**config.mk**
```make
export PLATFORM = sky130hd
export DESIGN_NAME = wave_id_init
export DESIGN_NICKNAME = d
export VERILOG_FILES = /design/src/rtl/wl_pkg.sv /design/src/rtl/wl_seqdiv.sv /design/src/rtl/wl_coord_step.sv /design/src/rtl/wl_wave_count.sv /design/src/rtl/wave_id_init.sv
export SDC_FILE = /design/constraint.sdc
export NUM_CORES = 2
export LEC_CHECK = 0
export ABC_AREA = 1
export BUFFER_PORTS_ARGS = -buffer_cell sky130_fd_sc_hd__buf_2
export CAP_MARGIN = 20
export CORE_ASPECT_RATIO = 1.25
export CORE_MARGIN = 2
export CORE_UTILIZATION = 55
export CTS_BUF_LIST = sky130_fd_sc_hd__clkbuf_8
export CTS_CLUSTER_SIZE = 20
export DETAILED_ROUTE_END_ITERATION = 12
export PLACE_DENSITY = 0.74
export SYNTH_ARGS = -nofsm -noshare
export SYNTH_HDL_FRONTEND = slang
export SYNTH_SLANG_ARGS = --single-unit
export TNS_END_PERCENT = 20
```
**constraint.sdc**
```tcl
create_clock -name clk -period 20.8 [get_ports clk]
set_input_delay 4.16 -clock clk [delete_from_list [all_inputs] [get_ports clk]]
set_output_delay 4.16 -clock clk [all_outputs]
set_load 0.02 [all_outputs]
```
**src/rtl/wl_pkg.sv**
```systemverilog
package wl_pkg;
  typedef enum logic [1:0] {
    ST_IDLE  = 2'd0,
    ST_DIV_A = 2'd1,
    ST_DIV_B = 2'd2,
    ST_EMIT  = 2'd3
  } wl_state_e;
endpackage

```
**src/rtl/wl_seqdiv.sv**
```systemverilog
module wl_seqdiv #(
  parameter int W = 24
) (
  input  logic         clk,
  input  logic         rst_n,
  input  logic         go,
  input  logic [W-1:0] dividend,
  input  logic [W-1:0] divisor,
  output logic         done,
  output logic [W-1:0] quo,
  output logic [W-1:0] rem
);
  localparam int CW = $clog2(W + 1);

  logic [W-1:0]  rem_q, quo_q, dvs_q;
  logic [CW-1:0] cnt_q;
  logic          run_q, done_q;
  logic [W:0]    trial, diff;
  logic          ge;

  // one restoring step: shift in the next dividend bit, subtract if possible
  assign trial = {rem_q, quo_q[W-1]};
  assign ge    = trial >= {1'b0, dvs_q};
  assign diff  = trial - {1'b0, dvs_q};

  always_ff @(posedge clk or negedge rst_n) begin
    if (!rst_n) begin
      rem_q  <= '0;
      quo_q  <= '0;
      dvs_q  <= '0;
      cnt_q  <= '0;
      run_q  <= 1'b0;
      done_q <= 1'b0;
    end else begin
      done_q <= 1'b0;
      if (go) begin
        rem_q <= '0;
        quo_q <= dividend;
        dvs_q <= divisor;
        cnt_q <= CW'(W);
        run_q <= 1'b1;
      end else if (run_q) begin
        rem_q <= ge ? diff[W-1:0] : trial[W-1:0];
        quo_q <= {quo_q[W-2:0], ge};
        cnt_q <= cnt_q - 1'b1;
        if (cnt_q == CW'(1)) begin
          run_q  <= 1'b0;
          done_q <= 1'b1;
        end
      end
    end
  end

  assign done = done_q;
  assign quo  = quo_q;
  assign rem  = rem_q;


  rem_below_divisor_chk: assert property (@(posedge clk) disable iff (!rst_n)
    done_q |-> (rem_q < dvs_q));


  sub_no_borrow_chk: assert property (@(posedge clk) disable iff (!rst_n)
    (run_q && ge) |-> !diff[W]);


  no_restart_chk: assert property (@(posedge clk) disable iff (!rst_n)
    run_q |-> !go);
endmodule

```
**src/rtl/wl_coord_step.sv**
```systemverilog
module wl_coord_step #(
  parameter int DIM_W  = 8,
  parameter int FLAT_W = 24
) (
  input  logic [DIM_W-1:0]  x,
  input  logic [DIM_W-1:0]  y,
  input  logic [FLAT_W-1:0] z,
  input  logic [DIM_W-1:0]  sx,
  input  logic [DIM_W-1:0]  sy,
  output logic [DIM_W-1:0]  nx,
  output logic [DIM_W-1:0]  ny,
  output logic [FLAT_W-1:0] nz
);
  logic wrap_x, wrap_y;

  assign wrap_x = (x == sx - 1'b1);
  assign wrap_y = (y == sy - 1'b1);

  always_comb begin
    nx = wrap_x ? '0 : x + 1'b1;
    ny = y;
    nz = z;
    if (wrap_x) begin
      ny = wrap_y ? '0 : y + 1'b1;
      if (wrap_y) nz = z + 1'b1;
    end
  end
endmodule

```
**src/rtl/wl_wave_count.sv**
```systemverilog
module wl_wave_count #(
  parameter int LANES  = 8,
  parameter int FLAT_W = 24,
  parameter int WAVE_W = 8
) (
  input  logic [FLAT_W-1:0] total,
  input  logic [WAVE_W-1:0] free_slots,
  output logic [FLAT_W-1:0] waves,
  output logic              fits
);
  localparam int LOG_L = $clog2(LANES);

  logic [FLAT_W:0] biased;

  assign biased = {1'b0, total} + (FLAT_W + 1)'(LANES - 1);
  assign waves  = FLAT_W'(biased >> LOG_L);
  assign fits   = waves <= FLAT_W'(free_slots);
endmodule

```
**src/rtl/wave_id_init.sv**
```systemverilog
module wave_id_init #(
  parameter int LANES  = 8,
  parameter int DIM_W  = 8,
  parameter int WAVE_W = 8,
  parameter int GRP_W  = 16,
  localparam int LOG_L  = $clog2(LANES),
  localparam int FLAT_W = 3 * DIM_W
) (
  input  logic              clk,
  input  logic              rst_n,
  input  logic              start,
  input  logic [DIM_W-1:0]  size_x,
  input  logic [DIM_W-1:0]  size_y,
  input  logic [DIM_W-1:0]  size_z,
  input  logic [WAVE_W-1:0] wave_idx,
  input  logic [GRP_W-1:0]  grp_num,
  input  logic [GRP_W-1:0]  grid_x,
  input  logic [GRP_W-1:0]  grid_y,
  input  logic [WAVE_W-1:0] free_slots,
  output logic              busy,
  output logic              lane_valid,
  input  logic              lane_ready,
  output logic [LOG_L-1:0]  lane_idx,
  output logic [DIM_W-1:0]  lane_x,
  output logic [DIM_W-1:0]  lane_y,
  output logic [FLAT_W-1:0] lane_z,
  output logic [FLAT_W-1:0] lane_flat,
  output logic              lane_active,
  output logic              done,
  output logic [LANES-1:0]  exec_mask,
  output logic [GRP_W-1:0]  grp_x,
  output logic [GRP_W-1:0]  grp_y,
  output logic [GRP_W-1:0]  grp_z,
  output logic [FLAT_W-1:0] waves_needed,
  output logic              fits
);
  import wl_pkg::*;

  localparam int DV_W = (FLAT_W > GRP_W) ? FLAT_W : GRP_W;
  localparam logic [LOG_L-1:0] LAST_LANE = LOG_L'(LANES - 1);

  wl_state_e st_q;

  logic [DIM_W-1:0]  sx_q, sy_q, x_q, y_q, nx, ny;
  logic [FLAT_W-1:0] sxy_q, total_q, g_q, z_q, nz;
  logic [GRP_W-1:0]  cy_q, gx_q, gy_q, gz_q;
  logic [LOG_L-1:0]  k_q;
  logic [LANES-1:0]  mask_q;
  logic [FLAT_W-1:0] waves_q, wc_waves, total_in, g0;
  logic              fits_q, wc_fits, done_q;
  logic              accept, hs, div_go;

  logic [DV_W-1:0] ld_dvd, ld_dvs, ld_quo, ld_rem;
  logic [DV_W-1:0] gd_dvd, gd_dvs, gd_quo, gd_rem;
  logic            ld_done, gd_done;

  assign accept   = start && (st_q == ST_IDLE);
  assign hs       = lane_valid && lane_ready;
  assign total_in = FLAT_W'(size_x) * FLAT_W'(size_y) * FLAT_W'(size_z);
  assign g0       = FLAT_W'({wave_idx, {LOG_L{1'b0}}});
  assign div_go   = accept || ((st_q == ST_DIV_A) && ld_done);

  // stage A divides the launch inputs, stage B divides the stage-A quotients
  always_comb begin
    if (st_q == ST_IDLE) begin
      ld_dvd = DV_W'(g0);
      ld_dvs = DV_W'(size_x);
      gd_dvd = DV_W'(grp_num);
      gd_dvs = DV_W'(grid_x);
    end else begin
      ld_dvd = ld_quo;
      ld_dvs = DV_W'(sy_q);
      gd_dvd = gd_quo;
      gd_dvs = DV_W'(cy_q);
    end
  end

  wl_seqdiv #(.W(DV_W)) u_lane_div (
    .clk(clk), .rst_n(rst_n), .go(div_go),
    .dividend(ld_dvd), .divisor(ld_dvs),
    .done(ld_done), .quo(ld_quo), .rem(ld_rem)
  );

  wl_seqdiv #(.W(DV_W)) u_grp_div (
    .clk(clk), .rst_n(rst_n), .go(div_go),
    .dividend(gd_dvd), .divisor(gd_dvs),
    .done(gd_done), .quo(gd_quo), .rem(gd_rem)
  );

  wl_coord_step #(.DIM_W(DIM_W), .FLAT_W(FLAT_W)) u_step (
    .x(x_q), .y(y_q), .z(z_q), .sx(sx_q), .sy(sy_q),
    .nx(nx), .ny(ny), .nz(nz)
  );

  wl_wave_count #(.LANES(LANES), .FLAT_W(FLAT_W), .WAVE_W(WAVE_W)) u_wc (
    .total(total_in), .free_slots(free_slots),
    .waves(wc_waves), .fits(wc_fits)
  );

  always_ff @(posedge clk or negedge rst_n) begin
    if (!rst_n) begin
      st_q    <= ST_IDLE;
      sx_q    <= '0;
      sy_q    <= '0;
      sxy_q   <= '0;
      total_q <= '0;
      cy_q    <= '0;
      x_q     <= '0;
      y_q     <= '0;
      z_q     <= '0;
      g_q     <= '0;
      k_q     <= '0;
      gx_q    <= '0;
      gy_q    <= '0;
      gz_q    <= '0;
      mask_q  <= '0;
      waves_q <= '0;
      fits_q  <= 1'b0;
      done_q  <= 1'b0;
    end else begin
      done_q <= 1'b0;
      unique case (st_q)
        ST_IDLE: begin
          if (start) begin
            sx_q    <= size_x;
            sy_q    <= size_y;
            sxy_q   <= FLAT_W'(size_x) * FLAT_W'(size_y);
            total_q <= total_in;
            cy_q    <= grid_y;
            g_q     <= g0;
            mask_q  <= '0;
            waves_q <= wc_waves;
            fits_q  <= wc_fits;
            st_q    <= ST_DIV_A;
          end
        end
        ST_DIV_A: begin
          if (ld_done) begin
            x_q  <= ld_rem[DIM_W-1:0];
            gx_q <= gd_rem[GRP_W-1:0];
            st_q <= ST_DIV_B;
          end
        end
        ST_DIV_B: begin
          if (ld_done) begin
            y_q  <= ld_rem[DIM_W-1:0];
            z_q  <= ld_quo[FLAT_W-1:0];
            gy_q <= gd_rem[GRP_W-1:0];
            gz_q <= gd_quo[GRP_W-1:0];
            k_q  <= '0;
            st_q <= ST_EMIT;
          end
        end
        ST_EMIT: begin
          if (hs) begin
            mask_q[k_q] <= lane_active;
            if (k_q == LAST_LANE) begin
              st_q   <= ST_IDLE;
              done_q <= 1'b1;
            end else begin
              k_q <= k_q + 1'b1;
              g_q <= g_q + 1'b1;
              x_q <= nx;
              y_q <= ny;
              z_q <= nz;
            end
          end
        end
        default: st_q <= ST_IDLE;
      endcase
    end
  end

  assign busy         = (st_q != ST_IDLE);
  assign lane_valid   = (st_q == ST_EMIT);
  assign lane_idx     = k_q;
  assign lane_x       = x_q;
  assign lane_y       = y_q;
  assign lane_z       = z_q;
  assign lane_flat    = z_q * sxy_q + FLAT_W'(y_q) * FLAT_W'(sx_q) + FLAT_W'(x_q);
  assign lane_active  = g_q < total_q;
  assign done         = done_q;
  assign exec_mask    = mask_q;
  assign grp_x        = gx_q;
  assign grp_y        = gy_q;
  assign grp_z        = gz_q;
  assign waves_needed = waves_q;
  assign fits         = fits_q;


  div_lockstep_chk: assert property (@(posedge clk) disable iff (!rst_n)
    ld_done == gd_done);


  rem_width_chk: assert property (@(posedge clk) disable iff (!rst_n)
    ld_done |-> (((ld_rem >> DIM_W) == '0) && ((gd_rem >> GRP_W) == '0)));


  coord_range_chk: assert property (@(posedge clk) disable iff (!rst_n)
    lane_valid |-> ((lane_x < sx_q) && (lane_y < sy_q)));


  hold_on_stall_chk: assert property (@(posedge clk) disable iff (!rst_n)
    (lane_valid && !lane_ready) |=>
      (lane_valid && $stable(lane_idx) && $stable(lane_flat) && $stable(lane_active)));


  flat_step_chk: assert property (@(posedge clk) disable iff (!rst_n)
    (hs && (lane_idx != LAST_LANE)) |=> (lane_flat == $past(lane_flat) + 1'b1));


  done_pulse_chk: assert property (@(posedge clk) disable iff (!rst_n)
    done |-> (!busy ##1 !done));


  result_hold_chk: assert property (@(posedge clk) disable iff (!rst_n)
    (!busy && !start) |=>
      ($stable(exec_mask) && $stable(grp_x) && $stable(grp_y) && $stable(grp_z)
       && $stable(waves_needed) && $stable(fits)));
endmodule

```
==> results.yml <==
sta:
  fin_hold_ws_ps: 481
  finalSetupViolCount: 0
  hold_viol_final: 0
  period_needed_ps: 12090
  slew_headroom_pct: 24.0
  setup_tns_ps: 0
  clock_skew_ps: 53.1
  period_share_pct: 58.1
  grt_setup_unrepaired: "false"
  final_max_slew_viol_count: 0
  fmax_ghz: 0.0827
  worst_pin_slew_ps: 1140
synthesis:
  synth_warnings: 0
  synth_cell_types: 64
  synth_seq_cells: 354
  ys_seq_area_share_pct: 24.3
  syn_area_mm2: 0.0364
  synthFlopType: "dfrtp_1"
  synth_cells: 4671
  syn_avg_cell_area_um2: 7.80
  async_flop_share_pct: 100
  synth_edf_count: 0
cts:
  cts_buffers: 58
  cts_resized: 0
  clock_latency_ps: 710
  clk_pin_slew_ps: 60
  cts_setup_buffers: 0
  holdBufCountCts: 0
  clock_sinks: 354
  clockBufferDepth: 3
  cts_tree: "done"
  root_buffer: "clkbuf_8"
  cts.htree.levels: 2
global_route:
  grt_antenna_before_repair: 5
  grt_max_degree: 146
  grt_pass1_wl_mm: 162
  gr-total-overflow: 0
  grt_pass1_vias: 30840
  track_usage_pct: 30.0
routing:
  drt_iter0_markers: 1950
  dr.pass1.iters: 6
  drtAntennaViolNets: 0
  detail_route.vias_per_cell: 5.36
  dr_total_vias: 30590
  wire_per_inst_um: 17.4
  routed_wl_mm: 99.6
  drcViolationCount: 0
setup_path:
  max_stage_delay_ps: 1080
  cpMaxStageDelayCell: "dfrtp_1"
  setup.worst_path.class: "reg -> out"
  critical_path.startpoint_type: "flop"
  cp_data_required_time_ps: 16640
  timing.critical_path.mode_cell: "fa_1"
  critPathArrivalTime_ps: 7930
  cp-end-kind: "output pin"
  crit_fanout: 20
die:
  fp.dieW_um: 234
  core_mm2: 0.0656
  num_io_pins: 244
  initial_core_util_pct: 55.6
  dieArea_mm2: 0.0684
  die-height_um: 292
  rows: 105
worst_hold_path:
  holdCritPathClass: "reg -> reg"
layout:
  nNetsFinal: 5547
  nFillCells: 5999
  syn2layout_area_growth_pct: 8.24
  drive_gt1_share_pct: 9.44
run:
  maxCapViolations: 0
place:
  place.gp.congestion: 1.02
  hpwl_mm: 77.8
  io_buffer_count: 241
status:
  status: "finished clean"
[layout by cell type, fill, tap and decap left out, drive strengths merged, types with 3 or more instances in the layout]
master / n
o211ai: 64
ha: 266
o21a: 5
o21bai: 3
xnor2: 55
nand3b: 8
nand3: 160
nor4: 12
nor2: 254
dfrtp: 354
a31oi: 16
o22ai: 43
o221ai: 3
a32o: 3
clkinv: 19
nand2: 1147
a21oi: 122
inv: 1060
a21boi: 4
nand4: 35
a21o: 5
clkbuf: 71
nor3: 38
xor2: 93
o2111ai: 5
o21ai: 327
fa: 382
buf: 264
or2: 19
[synthesized netlist by cell type, types with 7 or more instances]
cell type  count  share of area, %
nand2_1     1124                12
inv_1       1030                11
fa_1         382                21
dfrtp_1      354                24
o21ai_0      312               4.3
ha_1         266               9.1
nor2_1       237               2.4
nand3_1      145               2.0
clkbuf_1     139               1.4
a21oi_1      119               1.6
xor2_1        91               2.2
o211ai_1      64               1.3
xnor2_1       54               1.3
o22ai_1       43              0.74
nand4_1       33              0.57
nor3_1        29              0.40
buf_2         24              0.33
nand2_2       17              0.29
a31oi_1       16              0.27
buf_1         15              0.15
o21ai_1       14              0.19
or2_2         14              0.24
nand3_2       12              0.33
nor4_1        11              0.19
buf_4          9              0.19
inv_2          9             0.093
nor2_4         8              0.25
nor3_2         8              0.22
clkinv_1       7             0.072
nand3b_1       7              0.14
[sequential cells by signal (all words and copies together), names as in the netlist, 5 cells and up]
register          flops
lane_y                8
u_grp_div.quo        24
total_q              24
u_grp_div.dvs_q      16
grp_y                16
waves_needed         22
grp_z                16
sx_q                  8
u_lane_div.cnt_q      5
sxy_q                16
lane_z               24
g_q                  24
grp_x                16
u_lane_div.dvs_q      8
u_grp_div.rem        24
u_grp_div.cnt_q       5
sy_q                  8
cy_q                 16
u_lane_div.quo       24
lane_x                8
exec_mask             8
u_lane_div.rem       24
[metrics by stage]
step | setup WS (ps) | cells | utilization [%] | cell area, µm²
6_report | 8710 | 5711 | 60.2 | 39500
5_1_grt | 8130 | 5711 | 60.2 | 39500
4_1_cts | 8700 | 5705 | 60.0 | 39300
3_5_place_dp | 8070 | 5599 | 58.1 | 38100
3_3_place_gp | 8270 | 5599 | 58.1 | 38100
2_1_floorplan | 8880 | 4672 | - | 36500
[critical path, delay by kind of cell, from the launching register on]
| family | cells | cell delay (ps) |
|---|---|---|
| adder cells (fa/ha/maj) | 8 | 3930 |
| buffers and inverters | 6 | 410 |
| AND/OR/NAND/NOR | 8 | 1070 |
| AO/OA/AOI/OAI | 4 | 730 |
| flip-flops | 1 | 1080 |
[worst paths after layout]
path | start | endpoint | slack, ps | cells past startpoint
hold reg to reg | total_q[0] | total_q[0] | 480 | 2
max in group asynchronous | rst_n | exec_mask[7] | 15060 | 3
min in group asynchronous | rst_n | grp_y[14] | 3500 | 1
hold / removal | total_q[0] | total_q[0] | 480 | 2
setup reg to reg | st_q[0] | u_lane_div.quo[7] | 16330 | 9
setup / recovery | sxy_q[5] | lane_flat[23] | 8710 | 26
[cell type report]
cell class / instances / area [µm²] / share of cell area [%]
Multi-Input combinational cell: 3083 / 22900 / 58.0
Sequential cell: 354 / 8860 / 22.5
Inverter: 1046 / 3930 / 9.95
Timing Repair Buffer: 264 / 1470 / 3.74
Tap cell: 856 / 1070 / 2.71
Clock buffer: 71 / 977 / 2.48
Clock inverter: 35 / 249 / 0.631
Antenna cell: 2 / 5.00 / 0.0127
[per-layer routing]
metal / global-route usage [%] / vias to the layer above / part of all wire, % / routed length (µm)
met5: 0 / - / 0.035 / 35
met4: 10.8 / 6 / 3.4 / 3370
met3: 3.97 / 214 / 6.1 / 6040
met2: 52.1 / 890 / 50 / 50000
met1: 38.1 / 14956 / 40 / 40100
li1: - / 14524 / - / -
[cells by family after synthesis]
logic type      share of synthesized area (%)
compound gates                           9.40
buf+inv                                  12.9
other cells                            0.0103
fa+ha+maj                                30.1
xor+xnor                                 3.68
flops                                    24.3
simple gates                             19.6
Power is left out: the tool's default activity adds up to more than one toggle a clock period on the data nets, which glitch-free logic cannot reach.
